## config.mk

```make
export PLATFORM = sky130hd
export DESIGN_NAME = pal_array
export DESIGN_NICKNAME = d
export VERILOG_FILES = /design/src/rtl/pal_pkg.sv /design/src/rtl/pal_term.sv /design/src/rtl/pal_cell.sv /design/src/rtl/pal_array.sv
export SDC_FILE = /design/constraint.sdc
export NUM_CORES = 1
export LEC_CHECK = 0
export ABC_AREA = 1
export BUFFER_PORTS_ARGS = -buffer_cell sky130_fd_sc_hd__buf_2
export CAP_MARGIN = 20
export CORE_MARGIN = 4
export CORE_UTILIZATION = 24
export CTS_BUF_LIST = sky130_fd_sc_hd__clkbuf_4
export DETAILED_ROUTE_END_ITERATION = 8
export GPL_ROUTABILITY_DRIVEN = 0
export PLACE_DENSITY_LB_ADDON = 0.2
export SLEW_MARGIN = 20
export SYNTH_ARGS = -nofsm -noshare
export SYNTH_HDL_FRONTEND = slang
export SYNTH_HIERARCHICAL = 1
export SYNTH_SLANG_ARGS = --single-unit
```

## constraint.sdc

```tcl
create_clock -name clk -period 4.19 [get_ports clk]
set_input_delay 0.2095 -clock clk [delete_from_list [all_inputs] [get_ports clk]]
set_output_delay 0.2095 -clock clk [all_outputs]
set_load 0.01 [all_outputs]
```

## src/rtl/pal_pkg.sv

```systemverilog
package pal_pkg;

    // Storage behaviour of one output cell
    typedef enum logic [1:0] {
        FF_D  = 2'b00,
        FF_T  = 2'b01,
        FF_JK = 2'b10,
        FF_SR = 2'b11
    } ff_kind_e;

endpackage

```

## src/rtl/pal_term.sv

```systemverilog
module pal_term #(
    parameter int NLIT = 8
) (
    input  logic [NLIT-1:0]   lits,
    input  logic [2*NLIT-1:0] fuse,
    output logic              hit
);

    logic used;
    logic match;

    always_comb begin
        used  = 1'b0;
        match = 1'b1;
        for (int l = 0; l < NLIT; l++) begin
            used = used | fuse[2*l] | fuse[2*l+1];
            if (fuse[2*l] && !lits[l])
                match = 1'b0;
            if (fuse[2*l+1] && lits[l])
                match = 1'b0;
        end
        // an unconfigured term must not fire
        hit = used & match;
    end

endmodule

```

## src/rtl/pal_cell.sv

```systemverilog
module pal_cell
    import pal_pkg::*;
#(
    parameter int NLIT  = 8,
    parameter int NTERM = 4
) (
    input  logic                    clk,
    input  logic                    rst,
    input  logic [NLIT-1:0]         lits,
    input  logic [NTERM*2*NLIT-1:0] fuse,
    input  logic [1:0]              mode,
    output logic                    q,
    output logic                    sum,
    output logic                    half_lo,
    output logic                    half_hi
);

    localparam int HALF = NTERM / 2;
    localparam int TW   = 2 * NLIT;

    logic [NTERM-1:0] hits;
    logic             state_q;
    logic             state_d;
    ff_kind_e         kind;

    for (genvar t = 0; t < NTERM; t++) begin : g_term
        pal_term #(.NLIT(NLIT)) u_term (
            .lits (lits),
            .fuse (fuse[t*TW +: TW]),
            .hit  (hits[t])
        );
    end

    assign half_lo = |hits[HALF-1:0];
    assign half_hi = |hits[NTERM-1:HALF];
    assign sum     = half_lo | half_hi;
    assign kind    = ff_kind_e'(mode);

    // next-state selection per storage kind
    always_comb begin
        state_d = state_q;
        unique case (kind)
            FF_D:  state_d = sum;
            FF_T:  state_d = state_q ^ sum;
            FF_JK: begin
                unique case ({half_lo, half_hi})
                    2'b10:   state_d = 1'b1;
                    2'b01:   state_d = 1'b0;
                    2'b11:   state_d = ~state_q;
                    default: state_d = state_q;
                endcase
            end
            FF_SR: begin
                unique case ({half_lo, half_hi})
                    2'b10:   state_d = 1'b1;
                    2'b01:   state_d = 1'b0;
                    default: state_d = state_q;
                endcase
            end
            default: state_d = state_q;
        endcase
    end

    always_ff @(posedge clk) begin
        if (rst)
            state_q <= 1'b0;
        else
            state_q <= state_d;
    end

    assign q = state_q;

endmodule

```

## src/rtl/pal_array.sv

```systemverilog
module pal_array #(
    parameter int N_IN   = 4,
    parameter int N_TERM = 4,
    parameter int N_CELL = 4
) (
    input  logic                                     clk,
    input  logic                                     rst,
    input  logic [N_IN-1:0]                          din,
    input  logic [N_CELL*N_TERM*2*(N_IN+N_CELL)-1:0] and_fuse,
    input  logic [2*N_CELL-1:0]                      ff_mode,
    output logic [N_CELL-1:0]                        dout
);

    localparam int NLIT    = N_IN + N_CELL;
    localparam int CELL_FW = N_TERM * 2 * NLIT;

    logic [NLIT-1:0]   lits;
    logic [N_CELL-1:0] q_vec;
    logic [N_CELL-1:0] sum_vec;
    logic [N_CELL-1:0] lo_vec;
    logic [N_CELL-1:0] hi_vec;

    // primary inputs first, then the fed-back cell registers
    assign lits = {q_vec, din};

    for (genvar c = 0; c < N_CELL; c++) begin : g_cell
        pal_cell #(.NLIT(NLIT), .NTERM(N_TERM)) u_cell (
            .clk     (clk),
            .rst     (rst),
            .lits    (lits),
            .fuse    (and_fuse[c*CELL_FW +: CELL_FW]),
            .mode    (ff_mode[2*c +: 2]),
            .q       (q_vec[c]),
            .sum     (sum_vec[c]),
            .half_lo (lo_vec[c]),
            .half_hi (hi_vec[c])
        );
    end

    assign dout = q_vec;

endmodule

```

# Word level (Yosys, flattened, before mapping)
# Cells that the tools add are included.
[op_classes] n_eq_ne=32 muxes=268 n_bitwise=268 reduce_logical=280
[ops] op="logical AND 1 bit" count=256
[ops] op="two-way mux 1 bit" count=256
[ops] op="bitwise OR 1 bit" count=244
[ops] op="equality test 2 bit (second input constant)" count=16
[ops] op="bitwise AND 1 bit" count=16
[ops] op="equality test 2 x 1 -> 1 bit (second input constant)" count=8
[ops] op="!= test 4 x 1 -> 1 bit (second input constant)" count=4
[ops] op="case mux 1 bit (4 select lines)" count=4
[ops] op="OR reduction 2 bit" count=8
[ops] op="!= test 3 x 1 -> 1 bit (second input constant)" count=4
[ops] op="case mux 1 bit (3 select lines)" count=4
[ops] op="zero test 1 bit" count=8
[ops] op="zero test 2 bit" count=4
[ops] op="case mux 1 bit (2 select lines)" count=4
[ops] op="AND reduction 2 bit" count=4
[ops] op="NOT 1 bit" count=4
[ops] op="XOR 1 bit" count=4
[word_totals] reg_bits=4 in_bits=270 out_inout_bits=4 wordCells=852

# Logic depth before layout (Yosys ltp)
# Gate-level depths: netlist of run 1.
[depth] ltp_word=23 ltp_mapped=17 mapped_depth_nobuf=17

# Cells and area by module
# Netlist of run 1, hierarchy kept.
[modules_own_cells] mod="pal_term" n_inst=16 cells_per_inst=62 area_per_inst_um2=241.5 seq_area_each_um2=0.0
[modules_own_cells] mod="pal_cell" n_inst=4 cells_per_inst=29 area_per_inst_um2=165.2 seq_area_each_um2=20.0

# Least setup slack after synthesis of run 1
# No wires, ideal clock.
[synth_timing] path_kind="reg2reg" from="register g_cell[2].u_cell.state_q" to="register g_cell[2].u_cell.state_q" setup_time_ns=0.117 t_arrival_ns=2.107 required_time_ns=4.073 setup_slack_ns=1.966 stages_incl_launch_ff=13 path_buffers=0 period_less_slack_ns=2.224 path_cell_list="dfxtp_1 -> nand2_1 -> o21ai_1 -> nand2_1 -> nor2_1 -> nand2_1 -> nor2_1 -> nor2_4 -> inv_1 -> ha_1 -> nand3b_1 -> o21bai_1 -> nor2_1"
[synth_via] elab_chain_len=11 word_cells_on_any_way=43 classes_between="5 x eq/ne; 19 x mux; 7 x bitwise; 12 x reduce/logical"
[synth_rtl] item="start: declaration" line="pal_cell.sv:22" rtl="logic state_q;"
[synth_rtl] item="start signal: assignment" line="pal_cell.sv:68" rtl="state_q <= state_d;"
[synth_rtl] item="zero test 1 bit" line="pal_term.sv:17" rtl="if (fuse[2*l] && !lits[l])"
[synth_rtl] item="logical AND 1 bit" line="pal_term.sv:17"
[synth_rtl] item="two-way mux 1 bit" line="pal_term.sv:17"
[synth_rtl] item="two-way mux 1 bit (*)" line="pal_term.sv:19" rtl="if (fuse[2*l+1] && lits[l])"
[synth_rtl] item="two-way mux 1 bit (*)" line="pal_term.sv:17"
[synth_rtl] item="two-way mux 1 bit (*)" line="pal_term.sv:19"
[synth_rtl] item="bitwise AND 1 bit (*)" line="pal_term.sv:23" rtl="hit = used & match;"
[synth_rtl] item="net g_cell[2].u_cell.hits[1]" line="pal_cell.sv:21" rtl="logic [NTERM-1:0] hits;"
[synth_rtl] item="OR reduction 2 bit (*)" line="pal_cell.sv:34" rtl="assign half_lo = |hits[HALF-1:0];"
[synth_rtl] item="net lo_vec[2]" line="pal_array.sv:20" rtl="logic [N_CELL-1:0] lo_vec;"
[synth_rtl] item="equality test 2 bit, or another cell as far along" line="pal_cell.sv:46" rtl="unique case ({half_lo, half_hi})"
[synth_rtl] item="case mux 1 bit (3 select lines), or another cell as far along" line="pal_cell.sv:46"
[synth_rtl] item="case mux 1 bit (4 select lines) or AND reduction 2 bit (tied branches)"
# The timed path passes the listed nets; every way through them passes the cells marked *.
# A chain may end at the register's enable or synchronous reset.

# Final worst setup path of run 1
[layout_timing] from="register g_cell[0].u_cell.state_q" to="register g_cell[0].u_cell.state_q"
[layout_via] elab_chain_len=15 word_cells_on_any_way=59 classes_between="5 x eq/ne; 35 x mux; 7 x bitwise; 12 x reduce/logical"
[layout_rtl] item="start: declaration" line="pal_cell.sv:22"
[layout_rtl] item="start signal: assignment" line="pal_cell.sv:68"
[layout_rtl] item="zero test 1 bit" line="pal_term.sv:17"
[layout_rtl] item="logical AND 1 bit" line="pal_term.sv:17"
[layout_rtl] item="two-way mux 1 bit" line="pal_term.sv:17"
[layout_rtl] item="two-way mux 1 bit (*)" line="pal_term.sv:19"
[layout_rtl] item="two-way mux 1 bit (*)" line="pal_term.sv:17"
[layout_rtl] item="two-way mux 1 bit (*)" line="pal_term.sv:19"
[layout_rtl] item="two-way mux 1 bit (*)" line="pal_term.sv:17"
[layout_rtl] item="two-way mux 1 bit (*)" line="pal_term.sv:19"
[layout_rtl] item="two-way mux 1 bit (*)" line="pal_term.sv:17"
[layout_rtl] item="two-way mux 1 bit (*)" line="pal_term.sv:19"
[layout_rtl] item="bitwise AND 1 bit (*)" line="pal_term.sv:23"
[layout_rtl] item="net g_cell[0].u_cell.hits[2]" line="pal_cell.sv:21"
[layout_rtl] item="OR reduction 2 bit (*)" line="pal_cell.sv:35" rtl="assign half_hi = |hits[NTERM-1:HALF];"
[layout_rtl] item="equality test 2 bit, or another cell as far along" line="pal_cell.sv:46"
[layout_rtl] item="case mux 1 bit (3 select lines), or another cell as far along" line="pal_cell.sv:46"
[layout_rtl] item="case mux 1 bit (4 select lines) or AND reduction 2 bit (tied branches)"
# Marked as above.

==> results_dict.tcl, run 1 <==
set metrics [dict create \
    numCtsBuffers 3 \
    route.detailed.vias_per_inst 3.90 \
    nNetsFinal 1656 \
    critical-path-top-cell-by-count "sky130_fd_sc_hd__nor2_1" \
    multiInputGateArea_sq_um 3140 \
    cts_root_buffer "sky130_fd_sc_hd__clkbuf_4" \
    design.portCount 274 \
    placedCellCount 1606 \
    insertion_delay_ps 240 \
    crit_type "register to register" \
    cts.reportedPaths.clkPinSlew_ps 50 \
    cell_count_after_synthesis 1104 \
    grt_pass1_wl_um 27100 \
    first_global_vias 5838 \
    crit_arrival_ps 2470 \
    max-cap-violations 0 \
    grt_setup_unrepaired "false" \
    fillerInstances 2204 \
    place.port_buffers 273 \
    pin_count_of_the_biggest_net_entering_global_routing 37 \
    outcome "finished, final reports clean" \
    slew-limit-headroom 0.458 \
    drt_pre_antenna_iters 4 \
    drt-initial-drc-count 171 \
    crit-reg2reg-capture "g_cell[0].u_cell/q" \
    timing.final.hold_violations 0 \
    clock_sink_total 4 \
    worstPathRequired_ps 4320 \
    crit_slowest_cell "sky130_fd_sc_hd__dfxtp_2" \
    initial_util 0.248 \
    hold_start "rst" \
    clock_skew_ps 2.63 \
    wl_per_cell_um 10.5 \
    min_delay_path_depth 3 \
    critical_path.cell_chain "nor2_1 > nor2_1 > nand2_1 > nor2_1 > nand2_1 > nor2_1 > inv_2 > nand2_1 > ha_1 > nand3b_1 > o21bai_1 > nor2_1" \
    finalCoreUtilization 0.340 \
    largest_reg_flops 4 \
    tightestPinTransition_ps 813 \
    timing.final.crit_share 0.557 \
    timing.hold.worst_endpoint "g_cell[0].u_cell/q" \
    post_route_non_filler_standard_cell_count 1612 \
    grt_overflow 0 \
    finalCriticalPeriod_ps 2330 \
    die_height_um 145 \
    routed_wl_um 16900 \
    post_cts_hold_buffer_count 0 \
    critPathMaxFanout 36 \
    rrSetupSlack_ps 1860 \
    design.core.area_sq_um 18200 \
    fin_tns_setup_ps 0 \
    h_tree_levels 1 \
    grt_usage 0.152 \
    total_power_draw_uw 590 \
    antenna_found_initial 3 \
    row_count 49 \
    place_hpwl_um 14100 \
    cts.repair_timing.setup_buffer_count 0 \
    achievable-frequency_mhz 429 \
    setup_ws_ps 1860 \
    setup_viol 0 \
    origin_of_the_critical_flop_to_flop_path "g_cell[0].u_cell/q" \
    area_growth_syn_to_layout_pct 37.4 \
    cpPeakStageDelay_ps 860 \
    synthesis.nets 1378 \
    cts_tree "done" \
    number_of_resized_instances_in_the_post_cts_repair_step 0 \
    power.static_leakage_uw 0.00467 \
    drc_errors 0 \
    ys.warnings.count 6 \
    die_w_um 145 \
    sequential_cell_area_sq_um 85.1 \
    power.density_nw_per_um2 95.1 \
    vias 6288 \
    final_layout_size_suffix_gt1_frac 0.232 \
    mean_cell_area_of_the_mapped_netlist_sq_um 4.08 \
    cts_max_path_buffers 2 \
    vdd.ir_drop.worst_mv 0.0553 \
    hold_class "primary input to register" \
    post_synth_instance_area_sq_um 4510 \
    post-place-ws_ps 1820 \
    die-area_sq_um 21000 \
    setup.worst_path.end_class "register" \
    r2r.worst_path.cells 12 \
    maxSlewViolCount 0 \
    setup.worst_path.start_class "register" \
    ant_nets 0 \
]
-- layer usage --
| metal | GRT usage | share of wire | routed length, um |
|---|---|---|---|
| met1 | 0.192 | 0.45 | 7640 |
| met2 | 0.272 | 0.46 | 7840 |
| met3 | 0.0430 | 0.082 | 1380 |
| met4 | 0.00285 | 0.00024 | 4 |
| met5 | 0 | 0.0016 | 27 |
-- layout by cell type (no fill, tap or decap) --
| cell | n |
|---|---|
| sky130_fd_sc_hd__buf_2 | 273 |
| sky130_fd_sc_hd__diode_2 | 3 |
| sky130_fd_sc_hd__nand3b_1 | 4 |
| sky130_fd_sc_hd__nand2_2 | 24 |
| sky130_fd_sc_hd__nand4_1 | 32 |
| sky130_fd_sc_hd__a21oi_1 | 4 |
| sky130_fd_sc_hd__nor2_2 | 4 |
| sky130_fd_sc_hd__inv_1 | 340 |
| sky130_fd_sc_hd__nor2_4 | 4 |
| sky130_fd_sc_hd__ha_1 | 4 |
| sky130_fd_sc_hd__nor2_1 | 268 |
| sky130_fd_sc_hd__dfxtp_2 | 4 |
| sky130_fd_sc_hd__o21ai_1 | 16 |
| sky130_fd_sc_hd__nand2_1 | 384 |
| sky130_fd_sc_hd__clkbuf_4 | 3 |
| sky130_fd_sc_hd__nand3_1 | 4 |
| sky130_fd_sc_hd__o21bai_1 | 4 |
| sky130_fd_sc_hd__nand3_2 | 4 |
| sky130_fd_sc_hd__inv_2 | 4 |
-- worst max-delay path: cells and delay by family, from the launching register on --
kind	cells	cell delay [ps]
DFF	1	860
and+or+nand+nor	9	950
AOI/OAI and AO/OA	1	130
buffers and inverters	1	70
adders and majority gates	1	210
-- through the flow --
step / hold WS [ps] / cell area (sq um)
2_1_floorplan: 379 / 4510
3_3_place_gp: 613 / 6170
3_5_place_dp: 619 / 6170
4_1_cts: 350 / 6190
5_1_grt: 359 / 6190
6_report: 327 / 6200
-- worst max path at each step --
| stage | start | end | slack [ps] |
|---|---|---|---|
| 5_1_grt | g_cell[2].u_cell/q | g_cell[0].u_cell/q | 1500 |
| 4_1_cts | g_cell[2].u_cell/q | g_cell[2].u_cell/q | 1810 |
| 6_report | g_cell[0].u_cell/q | g_cell[0].u_cell/q | 1860 |
| 3_3_place_gp | g_cell[2].u_cell/q | g_cell[2].u_cell/q | 1870 |
| 3_5_place_dp | g_cell[2].u_cell/q | g_cell[2].u_cell/q | 1820 |
| 2_1_floorplan | g_cell[2].u_cell/q | g_cell[2].u_cell/q | 1970 |
-- power breakdown --
part / switching (uW) / internal [uW]
registers: 38.8 / 42.1
logic: 248 / 206
clock network: 22.7 / 32.5
-- layout make-up --
class / instances / area share
well taps: 229 / 0.0462
flip-flops and latches: 4 / 0.0137
diodes: 3 / 0.00121
multi-input cells: 756 / 0.506
clock buffers: 3 / 0.00363
inverters: 344 / 0.208
repair buffers: 273 / 0.220
Power figures use the tool's default switching activity.
==> run 2, diff against run 1 <==
ABC_AREA = 0   (was 1)
clock period = 2.1 ns   (was 4.19 ns; I/O delays follow)
==> run 2 against run 1 <==
Against the previous run:
- worst hold slack worse by 210 ps
- highest routed layer is now met4
- wire length is 22% lower
- clock power is 71% higher
- synthesized cell count is 71% lower
- first-iteration DRC count is 11% lower
- critical path type unchanged
- cell area is 24% lower
- cell count is 53% lower
- critical path depth is 2 lower
- count of clock-buffer cells in the layout stayed put
- sequential cell count stayed put
==> results_dict.tcl, run 2 <==
set metrics [dict create \
    cpPeakStageDelay_ps 410 \
    hold_class "primary input to register" \
    globalRouteMet1Util 0.210 \
    post_route_non_filler_standard_cell_count 761 \
    design.portCount 274 \
    n_antenna_cell 0 \
    vdd.ir_drop.worst_mv 0.0998 \
    final_layout_size_suffix_gt1_frac 0.568 \
    row_count 37 \
    achievable-frequency_mhz 487 \
    rrSetupSlack_ps 50 \
    synth_top_flop_cell "sky130_fd_sc_hd__dfxtp_1" \
    setup_viol 0 \
    cts_tree "done" \
    tightestPinTransition_ps 397 \
    cts.reportedPaths.clkPinSlew_ps 40 \
    pin_count_of_the_biggest_net_entering_global_routing 17 \
    setup.worst_path.start_class "register" \
    finalCoreUtilization 0.451 \
    fillerInstances 1083 \
    numCtsBuffers 3 \
    timing.final.crit_share 0.978 \
    antenna_found_initial 0 \
    maxSlewViolCount 0 \
    crit_type "register to register" \
    routed_wl_um 13200 \
    drc_errors 0 \
    die_height_um 112 \
    crit_arrival_ps 2180 \
    timing.final.hold_violations 0 \
    yosysUniqueCellTypes 17 \
    grt_use_met2 0.370 \
    finalCriticalPeriod_ps 2050 \
    ant_nets 0 \
    worstPathRequired_ps 2230 \
    ys_async_sr_fraction 0 \
    synthMostInstantiatedCell "sky130_fd_sc_hd__mux2i_1" \
    layout.cells.most_common_list "sky130_fd_sc_hd__buf_2 (273), sky130_fd_sc_hd__mux2i_1 (124), sky130_fd_sc_hd__nor4_1 (64), sky130_fd_sc_hd__nand4_1 (36), sky130_fd_sc_hd__buf_4 (17)" \
    insertion_delay_ps 230 \
    wl_per_cell_um 17.3 \
    route.detailed.vias_per_inst 5.33 \
    total_power_draw_uw 927 \
    area_growth_syn_to_layout_pct 80.5 \
    place.port_buffers 273 \
    max-cap-violations 0 \
    cts_root_buffer "sky130_fd_sc_hd__clkbuf_4" \
    grt_setup_unrepaired "true" \
    post_synth_instance_area_sq_um 2610 \
    synth_top_cells_by_area "sky130_fd_sc_hd__mux2i_1 (49%), sky130_fd_sc_hd__nor4_1 (15%), sky130_fd_sc_hd__nand4_1 (8.6%), sky130_fd_sc_hd__and4_1 (5.4%), sky130_fd_sc_hd__dfxtp_1 (3.1%)" \
    critical-path-top-cell-by-count "sky130_fd_sc_hd__buf_4" \
    place_hpwl_um 11500 \
    setup.worst_path.end_class "register" \
    crit_slowest_cell "sky130_fd_sc_hd__or4_4" \
    yosysTopAreaCellShare 0.490 \
    die-area_sq_um 12600 \
    global_route.usage.met3 0.0361 \
    design.core.area_sq_um 10500 \
    power.static_leakage_uw 0.00224 \
    synth-seq-area-share 0.0307 \
    largest_reg_flops 4 \
    power.density_nw_per_um2 196 \
    ys_ff_latch 4 \
    synth_enable_flop_cells 0 \
    outcome "finished, final reports clean" \
    critical_path.cell_chain "buf_12 > buf_4 > mux2i_1 > nand4_1 > nor3_2 > buf_4 > or4_4 > xor2_1 > a2bb2oi_2 > a311oi_2" \
    first_global_vias 4244 \
    cell_count_after_synthesis 320 \
    nNetsFinal 901 \
    slew-limit-headroom 0.733 \
    placedCellCount 753 \
    post_cts_hold_buffer_count 0 \
    drt_pre_antenna_iters 4 \
    critPathMaxFanout 11 \
    placed_cell_area_sq_um 4430 \
    ys.warnings.count 6 \
    die_w_um 112 \
    mean_cell_area_of_the_mapped_netlist_sq_um 8.16 \
    finish.instance_area_sq_um 4720 \
    final_common_cell "sky130_fd_sc_hd__buf_2" \
    grt_overflow 0 \
    yosys-top-cells-count "sky130_fd_sc_hd__mux2i_1 (128), sky130_fd_sc_hd__nor4_1 (64), sky130_fd_sc_hd__nand4_1 (36)" \
    drt-initial-drc-count 153 \
    h_tree_levels 1 \
    initial_util 0.250 \
    cts_max_path_buffers 2 \
    synthesis.nets 594 \
    grt_usage 0.187 \
    grt_pass1_wl_um 19700 \
    clock_skew_ps 0.106 \
    grt_busiest_layer "met2" \
    synth.largest_area_cell "sky130_fd_sc_hd__mux2i_1" \
    vias 4055 \
    fin_tns_setup_ps 0 \
    clock_sink_total 4 \
]
## run 2: logic make-up after synthesis
family,after synthesis,share of synthesized area
simple gates,160,0.387
mux,128,0.490
compound gates,12,0.0479
buf+inv,8,0.0115
xor+xnor,4,0.0134
fa+ha+maj,4,0.0192
flops,4,0.0307
## run 2: critical path, delay by kind of cell, from the launching register on
kind	cells	cell delay [ps]
compound gates	2	330
flops	1	350
xor+xnor	1	180
buf+inv	3	430
simple gates	3	550
mux	1	110
## run 2: worst paths after layout
check                     startpoint                  to  cells after the start
setup / recovery  g_cell[2].u_cell/q  g_cell[2].u_cell/q                     10
hold / removal            ff_mode[1]  g_cell[0].u_cell/q                      2
setup reg to reg  g_cell[2].u_cell/q  g_cell[2].u_cell/q                     10
hold reg to reg   g_cell[0].u_cell/q  g_cell[0].u_cell/q                      3
## run 2: power by group
part / leakage, uW / switching [uW] / total [uW] / internal [uW]
Clock: 0.0000138 / 30.8 / 94.7 / 63.9
Sequential: 0.0000350 / 6.73 / 87.2 / 80.4
Combinational: 0.00219 / 340 / 745 / 405
## run 2: routing by layer
layer	vias up	share of wire
met4	0	0.011
met3	12	0.083
met2	185	0.52
met5	-	0
met1	1854	0.38
li1	2004	-
## run 2: stage by stage
step | worst slack [ps] | hold slack [ps]
2_1_floorplan | 54.8 | 165
3_3_place_gp | -121 | 345
3_5_place_dp | -182 | 348
4_1_cts | 13.6 | 106
5_1_grt | -56.7 | 105
6_report | 46.2 | 115
## run 2: final cells by class
type	instances	area, sq um	share of cell area
clock buffers	3	22.5	0.00478
well taps	136	170	0.0361
repair buffers	302	1720	0.365
flip-flops and latches	4	90.1	0.0191
multi-input cells	308	2680	0.569
inverters	8	30.0	0.00637
## run 2: timing repair
| item | CTS | global route |
|---|---|---|
| gates resized for setup | 17 | 24 |
| setup buffers | 0 | 4 |
| endpoints found under the setup margin | 4 | 4 |
| pin swaps | 2 | 28 |
| cloned | 0 | 1 |
==> run 3, diff against run 2 <==
clock period = 2.28 ns   (was 2.1 ns; I/O delays follow)
==> run 3 against run 2 <==
Against the previous run:
- die area unchanged
- sequential cell count did not move
- worst setup slack improved by 120 ps
==> results_dict.tcl, run 3 (synthesized netlist as in run 2, its figures left out) <==
set metrics [dict create \
    outcome "finished, final reports clean" \
    finish.instance_area_sq_um 4430 \
    grt_overflow 0 \
    vias 4026 \
    timing.final.hold_violations 0 \
    insertion_delay_ps 250 \
    first_global_vias 4246 \
    antenna_found_initial 0 \
    worst-path-buf-inv 2 \
    cts.reportedPaths.clkPinSlew_ps 60 \
    n_antenna_cell 0 \
    place_hpwl_um 11000 \
    worstPathRequired_ps 2410 \
    cts_max_path_buffers 2 \
    die_height_um 112 \
    grt_setup_unrepaired "false" \
    power.density_nw_per_um2 187 \
    numCtsBuffers 3 \
    fin_tns_setup_ps 0 \
    crit_slowest_cell "sky130_fd_sc_hd__dfxtp_4" \
    place.port_buffers 273 \
    setup.worst_path.start_class "register" \
    power.static_leakage_uw 0.00212 \
    layout.cells.most_common_list "sky130_fd_sc_hd__buf_2 (273), sky130_fd_sc_hd__mux2i_1 (127), sky130_fd_sc_hd__nor4_1 (64), sky130_fd_sc_hd__nand4_1 (36), sky130_fd_sc_hd__and4_1 (16)" \
    post_cts_hold_buffer_count 0 \
    largest_reg_flops 4 \
    die-area_sq_um 12600 \
    final_common_cell "sky130_fd_sc_hd__buf_2" \
    cts_root_buffer "sky130_fd_sc_hd__clkbuf_4" \
    setup.worst_path.end_class "register" \
    crit_arrival_ps 2240 \
    crit_type "register to register" \
    max-cap-violations 0 \
    grt_pass1_wl_um 19600 \
    placed_cell_area_sq_um 4330 \
    drc_errors 0 \
    clock_sink_total 4 \
    row_count 37 \
    origin_of_the_critical_flop_to_flop_path "g_cell[2].u_cell/q" \
    design.core.area_sq_um 10500 \
    initial_util 0.250 \
    setup_viol 0 \
    tightestPinTransition_ps 364 \
    wl_per_cell_um 17.4 \
    hold_start "ff_mode[1]" \
    vdd.ir_drop.worst_mv 0.0712 \
    maxSlewViolCount 0 \
    final_layout_size_suffix_gt1_frac 0.525 \
    critPathMaxFanout 11 \
    design.portCount 274 \
    nNetsFinal 882 \
    cts_tree "done" \
    route.detailed.vias_per_inst 5.43 \
    cpPeakStageDelay_ps 380 \
    slew-limit-headroom 0.755 \
    pin_count_of_the_biggest_net_entering_global_routing 21 \
    drt_pre_antenna_iters 6 \
    h_tree_levels 1 \
    die_w_um 112 \
    drt-initial-drc-count 192 \
    critPathTopFamily "simple AND/OR/NAND/NOR gates" \
    routed_wl_um 12900 \
    setup.worst_path.start "g_cell[2].u_cell/q" \
    critical_path.cell_chain "buf_12 > mux2i_1 > nand4_1 > nor3_2 > nor2_1 > inv_1 > ha_1 > nand2b_1 > o21a_1 > a2bb2oi_1 > a311oi_2" \
    ant_nets 0 \
    grt_usage 0.187 \
    hold_class "primary input to register" \
    timing.final.crit_share 0.927 \
    area_growth_syn_to_layout_pct 69.6 \
    finalCriticalPeriod_ps 2110 \
    clock_skew_ps 12.1 \
    achievable-frequency_mhz 473 \
]
==> run 3: cell count changes in the layout (fill, tap and decap cells not counted), sizes merged <==
cell | before | now
buf | 301 | 283
clkbuf | 4 | 3
==> run 3: per-layer routing <==
| layer | vias to the layer above | wire length (um) | global-route usage |
|---|---|---|---|
| li1 | 1969 | - | - |
| met1 | 1843 | 4830 | 0.202 |
| met5 | - | 0 | 0 |
| met4 | 0 | 190 | 0.0481 |
| met2 | 199 | 6780 | 0.369 |
| met3 | 15 | 1080 | 0.0323 |
==> run 3: worst register-to-register path, delay by kind of cell, from the launching register on <==
family	cells	cell delay, ps
AND/OR/NAND/NOR	4	580
AO/OA/AOI/OAI	3	430
flip-flops	1	380
multiplexers	1	250
buffers and inverters	2	230
adder cells (fa/ha/maj)	1	140
==> run 3: path summary, 6_finish.rpt <==
check	endpoint	slack (ps)	cells past startpoint
setup / recovery	g_cell[0].u_cell/q	170	11
hold / removal	g_cell[0].u_cell/q	100	2
setup reg to reg	g_cell[0].u_cell/q	170	11
hold reg to reg	g_cell[1].u_cell/q	770	3
==> run 3: repair_timing <==
action | CTS | global route
setup endpoints to repair | 0 | 4
setup buffers | 0 | 0
gates resized for setup | 0 | 16
==> run 3: layout make-up <==
cell class | count | area [sq um]
multi-input combinational | 308 | 2580
clock buffer | 3 | 22.5
timing repair buffer | 283 | 1550
tap | 136 | 170
inverter | 8 | 30.0
sequential | 4 | 87.6
fill | 1084 | 6030
==> run 3: where the power goes <==
part           internal [uW]  switching [uW]
Combinational            346             304
Sequential              74.4            4.82
Clock                   59.8            41.2
Total                    481             350
==> run 3: metrics by stage <==
step                      cells  power, uW  setup WS [ps]  hold WS [ps]  utilization
after floorplan             320        308            235           174            -
final                       742        830            167          96.7        0.424
after global routing        742        907           7.74          83.9        0.424
after CTS                   742        832           20.0          84.2        0.416
after detailed placement    739        722           15.9           355        0.414
after global placement      739        708           82.6           352        0.414
